## config.mk

```make
export PLATFORM = sky130hd
export DESIGN_NAME = convif_top
export DESIGN_NICKNAME = d
export VERILOG_FILES = /design/src/rtl/convif_pkg.sv /design/src/rtl/convif_boot.sv /design/src/rtl/convif_seq.sv /design/src/rtl/convif_port.sv /design/src/rtl/convif_top.sv
export SDC_FILE = /design/constraint.sdc
export NUM_CORES = 1
export LEC_CHECK = 0
export ABC_AREA = 1
export BUFFER_PORTS_ARGS = -buffer_cell sky130_fd_sc_hd__buf_2
export CORE_MARGIN = 10
export CORE_UTILIZATION = 32
export CTS_CLUSTER_DIAMETER = 120
export DETAILED_ROUTE_END_ITERATION = 10
export GPL_TIMING_DRIVEN = 0
export PLACE_DENSITY = 0.61
export SYNTH_ARGS = -nofsm -noshare
export SYNTH_HDL_FRONTEND = slang
export SYNTH_HIERARCHICAL = 1
export SYNTH_SLANG_ARGS = --single-unit
```

## constraint.sdc

```tcl
create_clock -name clk -period 1.8 [get_ports clk]
set_input_delay 0.54 -clock clk [delete_from_list [all_inputs] [get_ports clk]]
set_output_delay 0.54 -clock clk [all_outputs]
set_load 0.05 [all_outputs]
```

## src/rtl/convif_pkg.sv

```systemverilog
package convif_pkg;
    localparam int RES_W  = 14;
    localparam int WORD_W = 16;
    localparam int BUS_W  = 8;
    localparam int PAD_W  = WORD_W - RES_W;
    localparam int NLANE  = WORD_W / BUS_W;

    typedef enum logic {
        MODE_ASYNC = 1'b0,
        MODE_SYNC  = 1'b1
    } mode_e;
endpackage

```

## src/rtl/convif_boot.sv

```systemverilog
module convif_boot #(
    parameter int BOOT_CYC = 50
) (
    input  logic clk,
    input  logic rst_n,
    output logic boot_busy_o
);
    localparam int BW = $clog2(BOOT_CYC + 2);

    typedef struct packed {
        logic [BW-1:0] cnt;
    } boot_t;

    boot_t st_d, st_q;

    always_comb begin
        st_d = st_q;
        if (st_q.cnt != BW'(BOOT_CYC))
            st_d.cnt = st_q.cnt + BW'(1);
    end

    always_ff @(posedge clk or negedge rst_n) begin
        if (!rst_n) st_q <= '0;
        else        st_q <= st_d;
    end

    assign boot_busy_o = (st_q.cnt != BW'(BOOT_CYC));

    // once ready, the block never falls back into the busy window
    p_boot_once_r1: assert property (@(posedge clk) disable iff (!rst_n)
        !boot_busy_o |=> !boot_busy_o);
endmodule

```

## src/rtl/convif_seq.sv

```systemverilog
module convif_seq
    import convif_pkg::*;
#(
    parameter int CONV_CYC = 100,
    parameter int HOLD_CYC = 20
) (
    input  logic             clk,
    input  logic             rst_n,
    input  logic             boot_busy_i,
    input  logic             sync_i,
    input  logic             cs_n_i,
    input  logic             start_n_i,
    input  logic [RES_W-1:0] result_i,
    output logic             busy_o,
    output logic             hold_o,
    output logic             err_o,
    output logic [RES_W-1:0] res_o
);
    localparam int CW = $clog2(CONV_CYC + 1);
    localparam logic [CW-1:0] LAST_CNT = CW'(CONV_CYC - 1);
    localparam logic [CW-1:0] HOLD_END = CW'(HOLD_CYC - 1);

    typedef struct packed {
        logic             busy;
        logic             hold;
        logic             err;
        logic             start_q;
        logic [CW-1:0]    cnt;
        logic [RES_W-1:0] res;
    } seq_t;

    seq_t st_d, st_q;
    logic fall_edge;
    logic start_req;

    always_comb begin
        fall_edge = st_q.start_q & ~start_n_i;
        start_req = fall_edge & ((mode_e'(sync_i) == MODE_SYNC) ? ~cs_n_i : 1'b1);

        st_d         = st_q;
        st_d.start_q = start_n_i;

        if (!st_q.busy) begin
            if (start_req && !boot_busy_i) begin
                st_d.busy = 1'b1;
                st_d.hold = 1'b1;
                st_d.err  = 1'b0;
                st_d.cnt  = '0;
            end
        end else begin
            st_d.cnt = st_q.cnt + CW'(1);
            if (st_q.cnt == HOLD_END)
                st_d.hold = 1'b0;
            if (st_q.cnt == LAST_CNT) begin
                st_d.busy = 1'b0;
                st_d.hold = 1'b0;
                st_d.cnt  = '0;
                st_d.res  = result_i;
                st_d.err  = ~start_n_i;
            end
        end
    end

    always_ff @(posedge clk or negedge rst_n) begin
        if (!rst_n) begin
            st_q         <= '0;
            st_q.start_q <= 1'b1;
        end else begin
            st_q <= st_d;
        end
    end

    assign busy_o = st_q.busy;
    assign hold_o = st_q.hold;
    assign err_o  = st_q.err;
    assign res_o  = st_q.res;

    // accepted request enters hold with conversion running
    p_start_hold_r4: assert property (@(posedge clk) disable iff (!rst_n)
        (!st_q.busy && !boot_busy_i && start_req) |=> (st_q.busy && st_q.hold));

    // running conversion counts on, untouched by new requests
    p_run_ignores_r9: assert property (@(posedge clk) disable iff (!rst_n)
        (st_q.busy && st_q.cnt != LAST_CNT) |=> (st_q.busy && st_q.cnt == $past(st_q.cnt) + CW'(1)));

    // hold only inside a conversion
    p_hold_in_conv_r5: assert property (@(posedge clk) disable iff (!rst_n)
        st_q.hold |-> st_q.busy);

    // boot window blocks every start
    p_boot_block_r1: assert property (@(posedge clk) disable iff (!rst_n)
        (boot_busy_i && !st_q.busy) |=> !st_q.busy);

    // a fresh conversion begins with the error cleared
    p_err_clear_r10: assert property (@(posedge clk) disable iff (!rst_n)
        $rose(st_q.busy) |-> !st_q.err);

    // a level held low cannot open a conversion
    p_need_edge_r11: assert property (@(posedge clk) disable iff (!rst_n)
        (!st_q.busy && !st_q.start_q) |=> !st_q.busy);
endmodule

```

## src/rtl/convif_port.sv

```systemverilog
module convif_port
    import convif_pkg::*;
(
    input  logic             sync_i,
    input  logic             cs_n_i,
    input  logic             oe_n_i,
    input  logic             stat_en_n_i,
    input  logic             hi_sel_i,
    input  logic             busy_i,
    input  logic [RES_W-1:0] res_i,
    output logic [BUS_W-1:0] data_o,
    output logic             data_oe_o,
    output logic             eoc_o,
    output logic             eoc_oe_o
);
    logic [WORD_W-1:0] word;
    logic [BUS_W-1:0]  lane [NLANE];

    assign word = {res_i, {PAD_W{1'b0}}};

    for (genvar l = 0; l < NLANE; l++) begin : g_lane
        assign lane[l] = word[l*BUS_W +: BUS_W];
    end

    always_comb begin
        data_o    = hi_sel_i ? lane[NLANE-1] : lane[0];
        data_oe_o = ~cs_n_i & ~oe_n_i;
        eoc_o     = ~busy_i;
        if (mode_e'(sync_i) == MODE_SYNC)
            eoc_oe_o = ~stat_en_n_i & ~cs_n_i;
        else
            eoc_oe_o = ~stat_en_n_i;
    end

    // low byte always carries the zero padding of the left-justified word
    always_comb begin
        if (!hi_sel_i)
            p_low_pad_r6: assert (data_o[PAD_W-1:0] == '0);
    end
endmodule

```

## src/rtl/convif_top.sv

```systemverilog
module convif_top
    import convif_pkg::*;
#(
    parameter int CONV_CYC = 100,
    parameter int HOLD_CYC = 20,
    parameter int BOOT_CYC = 50
) (
    input  logic        clk,
    input  logic        rst_n,
    input  logic        mode_sync_i,
    input  logic        cs_n_i,
    input  logic        start_n_i,
    input  logic        oe_n_i,
    input  logic        stat_en_n_i,
    input  logic        hi_sel_i,
    input  logic [13:0] result_i,
    output logic        eoc_o,
    output logic        eoc_oe_o,
    output logic        hold_o,
    output logic        err_o,
    output logic [7:0]  data_o,
    output logic        data_oe_o
);
    logic             boot_busy;
    logic             busy;
    logic [RES_W-1:0] res;

    convif_boot #(.BOOT_CYC(BOOT_CYC)) u_boot (
        .clk         (clk),
        .rst_n       (rst_n),
        .boot_busy_o (boot_busy)
    );

    convif_seq #(.CONV_CYC(CONV_CYC), .HOLD_CYC(HOLD_CYC)) u_seq (
        .clk         (clk),
        .rst_n       (rst_n),
        .boot_busy_i (boot_busy),
        .sync_i      (mode_sync_i),
        .cs_n_i      (cs_n_i),
        .start_n_i   (start_n_i),
        .result_i    (result_i),
        .busy_o      (busy),
        .hold_o      (hold_o),
        .err_o       (err_o),
        .res_o       (res)
    );

    convif_port u_port (
        .sync_i      (mode_sync_i),
        .cs_n_i      (cs_n_i),
        .oe_n_i      (oe_n_i),
        .stat_en_n_i (stat_en_n_i),
        .hi_sel_i    (hi_sel_i),
        .busy_i      (busy),
        .res_i       (res),
        .data_o      (data_o),
        .data_oe_o   (data_oe_o),
        .eoc_o       (eoc_o),
        .eoc_oe_o    (eoc_oe_o)
    );

    // status flag and sample-hold agree: hold never shows without conversion
    p_eoc_hold_r4: assert property (@(posedge clk) disable iff (!rst_n)
        hold_o |-> !eoc_o);
endmodule

```

# After elaboration in Yosys (flattened, before gate mapping)
# Index checks and enable logic that the tools add are counted.
# W data, S select, Z words.
[op_classes] n_mux=10 eq_ne=5 n_reduce_logical=6 addsub=2 bitwise_logic=9
[op_table] cell="$mux W21" n=1
[op_table] cell="$mux W7" n=2
[op_table] cell="$mux W3" n=3
[op_table] cell="$mux W8" n=1
[op_table] cell="$add A7 B1 Y7 const B" n=1
[op_table] cell="$eq A7 B5 Y1 const B" n=1
[op_table] cell="$eq A7 B7 Y1 const B" n=1
[op_table] cell="$add A6 B1 Y6 const B" n=1
[op_table] cell="$ne A6 B6 Y1 const B" n=1
[op_table] cell="$reduce_and A2 Y1" n=3
[op_table] cell="$not A1 Y1" n=5
[op_table] cell="$and A1 B1 Y1" n=4
[op_table] cell="$mux W1" n=3
[op_table] cell="$ne A3 B3 Y1 const B" n=1
[op_table] cell="$ne A2 B2 Y1 const B" n=1
[op_table] cell="$reduce_bool A2 Y1" n=1
[op_table] cell="$logic_and A1 B1 Y1" n=1
[op_table] cell="$logic_not A1 Y1" n=1
[word_totals] register_bits=31 word_cells=39 in_bits=22 output_inout_bits=13

# Logic depth before layout (Yosys ltp)
# Gate-level depths: netlist of the first run.
[logic_depth] ltp_word=6 depth_mapped=11 mapped_depth_nobuf=11

# Cells and area by module
# The synthesis of the first run kept the hierarchy.
[by_module_without_submodules] module="convif_seq" instances=1 seq_area_each_um2=626.9 cells_per_inst=142 area_per_inst_um2=1207.4
[by_module_without_submodules] module="convif_boot" instances=1 seq_area_each_um2=150.1 cells_per_inst=38 area_per_inst_um2=317.8
[by_module_without_submodules] module="convif_port" instances=1 seq_area_each_um2=0.0 cells_per_inst=27 area_per_inst_um2=110.1

# Worst setup path before layout of the first run
# No wires, ideal clock.
[synth_path] path_type="input to output" from="input port mode_sync_i" to="output port eoc_oe_o" cell_stages=1 n_path_buf=0 path_slack_ns=-0.059 t_arrival_ns=1.319 t_required_ns=1.260 cell_sequence="a21oi_1"
[synth_between] elab_chain_cells=1
[synth_rtl] element="start: declaration" line_no="convif_top.sv:10" source="input logic mode_sync_i,"
[synth_rtl] element="$mux W1" line_no="convif_port.sv:29" source="if (mode_e'(sync_i) == MODE_SYNC)"
[synth_rtl] element="end: declaration" line_no="convif_top.sv:18" source="output logic eoc_oe_o,"
# No other way between the ends.

# Worst setup path in the final report of the first run
[layout_path] from="input port hi_sel_i" to="output port data_o[3]"
[layout_between] elab_chain_cells=1
[layout_rtl] element="start: declaration" line_no="convif_top.sv:15" source="input logic hi_sel_i,"
[layout_rtl] element="$mux W8" line_no="convif_port.sv:26" source="data_o = hi_sel_i ? lane[NLANE-1] : lane[0];"
[layout_rtl] element="end: declaration" line_no="convif_top.sv:21" source="output logic [7:0] data_o,"
# No other way between the ends.

==> results.cfg, run 1 <==
[worst_setup_path]
worstPathRequired_ns = 1.26
reg2reg_slack_ns = 0.17
critPathLaunchType = input pin
timing.rr.start = u_boot/st_q[0]$_DFFE_PN0P_
arrival_ns = 1.15
r2r-end = u_seq/err_o$_DFFE_PN0P_
worstRegToRegCells = 10
cp_max_fo = 9
critPathKind = in -> out
end_kind = output pin

[timing]
period_share = 0.940
finalCriticalPeriod_ns = 1.69
clock_skew_ns = 0.00387
setup_viol = 0
maxSlewHeadroom = 0.550
finalMaxSlewViolations = 0
fin_ws_ns = 0.107
worst_pin_slew_ns = 0.675
hold_viol_final = 0
fmaxAchievable_ghz = 0.591

[finish]
drive_gt1_frac = 0.301
antenna_cells = 0
areaGrowthSynthToFinish_pct = 22.7
fillers = 520
final_cell_area_sq_um = 2010
layout.nets = 273

[routing]
antenna_left = 0
drt-initial-drc-count = 46
wl_per_cell_microns = 10.9
vias_per_cell = 4.23
routed_wl_microns = 3430
dr.pass1.iters = 4
vias = 1338
drc = 0

[global_route]
grt_usage = 0.0837
grt_pass1_vias = 1345
grt_overflow = 0
grt_max_degree = 32
antenna_found_initial = 0
grt_pass1_wl_microns = 5910

[synthesis]
syn_area_per_cell_sq_um = 7.90
synth-edff-count = 0
synthTopCellsByCount = 89 x nand2_1, 30 x dfrtp_1, 17 x inv_1
synth.top_cell.area_share = 0.459
synthCells = 207
yosys_warnings = 6
netlist_area_sq_um = 1640
synthMostInstantiatedCell = nand2_1
ys_top_cells_by_area = dfrtp_1 46%, nand2_1 20%, buf_4 6.4%
syn_nets = 232
ys_seq_elements = 31
yosysSeqAreaShare = 0.475
synth_top_area_cell = dfrtp_1
async_reset_ff_frac = 1.00
synth_flop_cell = dfrtp_1
synth.distinct_cells = 24

[cts]
numCtsBuffers = 5
cts_sinks = 31
clockBufferDepth = 2
clockRootBuffer = clkbuf_8
postCtsHoldBufs = 0
cts_tree = yes
htreeDepth = 2
clkTransAtPathRegs_ns = 0.06
clk_latency_ns = 0.27

[place]
routabilityCongestion = 0.878
placedInstanceArea_sq_um = 1890
hpwlAfterDp_microns = 2570
pre_cts_slack_ns = 0.0860
port_buffers = 33

[die]
core_area_sq_um = 4850
initial_core_util = 0.337
die-width_microns = 91.5
die_h_microns = 91.5
die-area_sq_um = 8370
rows = 25
io_pins = 35

[pwr]
powerDensity_nw_per_um2 = 703
ir_drop_mv = 0.374
power_leakage_uw = 0.00106

[flow_run]
cap_violations = 0

[status]
outcome = finished clean

[min_path]
hold_class = in -> async
-- area by class of cell --
class	instances	area (sq um)	share of cell area
Clock buffer	8	100	0.0499
Timing Repair Buffer	34	173	0.0860
Buffer	17	133	0.0661
Multi-Input combinational cell	139	663	0.330
Tap cell	67	83.8	0.0418
Inverter	20	77.6	0.0387
Sequential cell	31	777	0.387
-- what timing repair did --
item                                    4_1_cts  5_1_grt
setup buffers                                 0        1
gates resized for setup                       0        6
endpoints found under the setup margin        0        3
-- how the worst max path moves through the flow --
stage,start,end,slack (ns),cells after the start
floorplan,cs_n_i,data_oe_o,0.07,1
global placement,u_boot/st_q[0]$_DFFE_PN0P_,u_seq/err_o$_DFFE_PN0P_,0.09,10
detailed placement,u_boot/st_q[0]$_DFFE_PN0P_,u_seq/err_o$_DFFE_PN0P_,0.09,10
CTS,u_boot/st_q[0]$_DFFE_PN0P_,u_seq/err_o$_DFFE_PN0P_,0.07,10
global route,u_boot/st_q[0]$_DFFE_PN0P_,u_seq/err_o$_DFFE_PN0P_,-0.01,10
finish,hi_sel_i,data_o[3],0.11,5
-- power by group --
group | internal (uW) | switching (uW) | leakage (uW) | total (uW)
Sequential | 700 | 0.805 | 0.000325 | 701
Clock | 349 | 243 | 0.0000515 | 591
Combinational | 32.5 | 85.7 | 0.000687 | 118
Total | 1080 | 329 | 0.00106 | 1410
-- cell families (layout without fill, tap and decap cells) --
family                     Yosys count  after routing  share of synthesized area
buffers and inverters               37             79                      0.129
DFF                                 31             31                      0.475
xor gates and xnor gates             6              6                     0.0321
adders and majority gates            3              3                     0.0230
AOI/OAI and AO/OA                   10             10                     0.0329
and+or+nand+nor                    120            120                      0.308
-- worst max-delay path, cell delays in order --
cell     delay, ns
buf_6         0.12
inv_2         0.10
nand2_1       0.06
nand2_1       0.07
buf_2         0.26
-- placed cells by master, fill, tap and decap left out --
| master | n |
|---|---|
| nor2_2 | 3 |
| buf_4 | 15 |
| o21ai_1 | 2 |
| buf_2 | 34 |
| dfrtp_1 | 30 |
| inv_4 | 1 |
| clkbuf_8 | 7 |
| inv_1 | 16 |
| buf_6 | 2 |
| nand3_2 | 2 |
| nand2_2 | 1 |
| o21ai_0 | 1 |
| nand4_1 | 1 |
| ha_2 | 1 |
| a21oi_1 | 2 |
| dfstp_2 | 1 |
| inv_2 | 3 |
| nand2_4 | 1 |
| o21ai_2 | 1 |
| nor2_1 | 11 |
| xnor2_1 | 2 |
| nand2_1 | 88 |
| clkbuf_1 | 1 |
| xor2_1 | 4 |
| o22ai_1 | 3 |
| nand3_1 | 11 |
| nor2_4 | 1 |
| a21oi_2 | 1 |
| ha_1 | 2 |
| or2_4 | 1 |
-- metal layers --
metal	GRT usage	part of all wire
met1	0.0980	0.47
met3	0.0296	0.071
met4	0.0392	0.016
met2	0.133	0.45
met5	0	0
-- sequential cells by signal, indices dropped and copies added, names as in the netlist --
name          count
u_seq/res_o      14
u_seq/st_q        8
u_boot/st_q       6
u_seq/busy_o      1
u_seq/err_o       1
u_seq/hold_o      1
-- through the flow --
stage | TNS (ns) | util | hold WS, ns | cells | power, uW
after detailed placement | 0 | 0.389 | 0.466 | 307 | 835
after global placement | 0 | 0.389 | 0.464 | 307 | 834
after global routing | -0.0147 | 0.414 | 0.370 | 316 | 1470
final | 0 | 0.414 | 0.301 | 316 | 1410
after CTS | 0 | 0.410 | 0.334 | 315 | 1440
after floorplan | 0 | - | 0.244 | 207 | 780
Note: power is estimated with default switching activity, not from simulation.
==> inputs of run 2 (changes only) <==
--- a/config.mk
+++ b/config.mk
@@ -8,11 +8,11 @@
 export ABC_AREA = 1
 export BUFFER_PORTS_ARGS = -buffer_cell sky130_fd_sc_hd__buf_2
 export CORE_MARGIN = 10
-export CORE_UTILIZATION = 32
+export CORE_UTILIZATION = 53
 export CTS_CLUSTER_DIAMETER = 120
 export DETAILED_ROUTE_END_ITERATION = 10
 export GPL_TIMING_DRIVEN = 0
-export PLACE_DENSITY = 0.61
+export PLACE_DENSITY = 0.87
 export SYNTH_ARGS = -nofsm -noshare
 export SYNTH_HDL_FRONTEND = slang
 export SYNTH_HIERARCHICAL = 1
==> results.cfg, run 2 (synthesis gave the netlist of run 1 again) <==
[worst_setup_path]
critical-path-slowest-cell = dfrtp_1
end_kind = output pin
cp_cell_sequence = buf_4 > nand2_1 > nand2_1 > buf_2
reg2reg_slack_ns = 0.13
worstPathRequired_ns = 1.26
arrival_ns = 1.17
timing.rr.start = u_boot/st_q[0]$_DFFE_PN0P_
critPathKind = reg -> out
worstRegToRegCells = 10
cp_max_fo = 2
critPathLaunchType = register
r2r-end = u_seq/err_o$_DFFE_PN0P_
slowest_delay_ns = 0.39
cp_top_family = flip-flops
worst_path_most_repeated_cell = nand2_1
cp_num_buf_inv = 2

[place]
port_buffers = 33
dp_cells = 273
routabilityCongestion = 0.788
hpwlAfterDp_microns = 2660
placedInstanceArea_sq_um = 1850

[timing]
worst_pin_slew_ns = 0.678
setup_viol = 0
period_share = 0.948
fmaxAchievable_ghz = 0.586
setup_tns_ns = 0
finalCriticalPeriod_ns = 1.71
hold_viol_final = 0
finalMaxSlewViolations = 0
hold_ws_ns = 0.223
clock_skew_ns = 0.00927
maxSlewHeadroom = 0.548

[finish]
post-route-util = 0.648
final_cell_area_sq_um = 1950
final_cell_mix = 89 x nand2_1, 34 x buf_2, 30 x dfrtp_1
drive_gt1_frac = 0.292
layout_commonest_cell = nand2_1
multiInputGateArea_sq_um = 652
fin_cells = 283
antenna_cells = 0
areaGrowthSynthToFinish_pct = 19.1
register_area_sq_um = 777
fillers = 261
largest_register_ffs = 14
layout.nets = 274

[routing]
drt-initial-drc-count = 67
routed_wl_microns = 3510
vias = 1387
drc = 0
dr.pass1.iters = 4
antenna_left = 0
vias_per_cell = 4.90
wl_per_cell_microns = 12.4

[die]
io_pins = 35
die_h_microns = 75.5
core_area_sq_um = 3000
rows = 20
die-width_microns = 75.5
initial_core_util = 0.545
die-area_sq_um = 5710

[pwr]
power_switching_share = 0.239
p_clk_frac = 0.412
seq_power_share = 0.503
powerDensity_nw_per_um2 = 715
power_leakage_uw = 0.00107
switchingPower_uw = 333
ir_drop_mv = 0.772
power_frac_comb = 0.085
p_int_uw = 1060

[cts]
cts_tree = yes
clockRootBuffer = clkbuf_4
clk_latency_ns = 0.34
htreeDepth = 2
clockBufferDepth = 2
clkTransAtPathRegs_ns = 0.10
post_cts_resized = 0
cts_sinks = 31
numCtsBuffers = 5

[min_path]
hold_class = in -> async

[global_route]
grt_pass1_wl_microns = 5910
antenna_found_initial = 0
grt_usage = 0.137
grt_max_degree = 32
grt_pass1_vias = 1355
grt_overflow = 0

[flow_run]
cap_violations = 0

[status]
outcome = finished clean
-- run 2: layer usage --
layer | wire (microns) | vias to the layer above | track usage
met1 | 1460 | 647 | 0.150
met2 | 1710 | 31 | 0.229
li1 | - | 704 | -
met3 | 291 | 5 | 0.0573
met5 | 0 | - | 0
met4 | 49 | 0 | 0.0557
-- run 2: cell type report --
type                       instances  area share
sequential                        31       0.399
multi-input combinational        139       0.335
timing repair buffer              35      0.0925
buffer                            17      0.0681
inverter                          20      0.0398
clock buffer                       6      0.0263
tap                               33      0.0212
clock inverter                     2      0.0180
-- run 2: power groups by stage --
stage,clock [uW],sequential [uW],combinational [uW]
final,574,700,118
after global routing,615,701,129
after CTS,592,700,121
after detailed placement,0,714,121
after global placement,0,714,120
after floorplan,0,718,62.4
-- run 2: worst max-delay path by stage --
stage / depth (start not counted) / endpoint / slack, ns / start
floorplan: 1 / data_oe_o / 0.07 / cs_n_i
global placement: 10 / u_seq/err_o$_DFFE_PN0P_ / 0.11 / u_boot/st_q[0]$_DFFE_PN0P_
detailed placement: 10 / u_seq/err_o$_DFFE_PN0P_ / 0.06 / u_boot/st_q[0]$_DFFE_PN0P_
CTS: 10 / u_seq/err_o$_DFFE_PN0P_ / 0.04 / u_boot/st_q[0]$_DFFE_PN0P_
global route: 10 / u_seq/err_o$_DFFE_PN0P_ / -0.02 / u_boot/st_q[0]$_DFFE_PN0P_
finish: 4 / data_o[3] / 0.09 / u_seq/res_o[1]$_DFFE_PN0P_
-- run 2: stage by stage --
stage	total power [uW]	setup WS (ns)
2_1_floorplan	780	0.0665
3_3_place_gp	833	0.111
3_5_place_dp	834	0.0613
4_1_cts	1410	0.0377
5_1_grt	1450	-0.0158
6_report	1390	0.0941
-- run 2: repair_timing --
item | 4_1_cts | 5_1_grt
endpoints found under the setup margin | 0 | 3
setup buffers | 0 | 2
hold buffers | 0 | 0
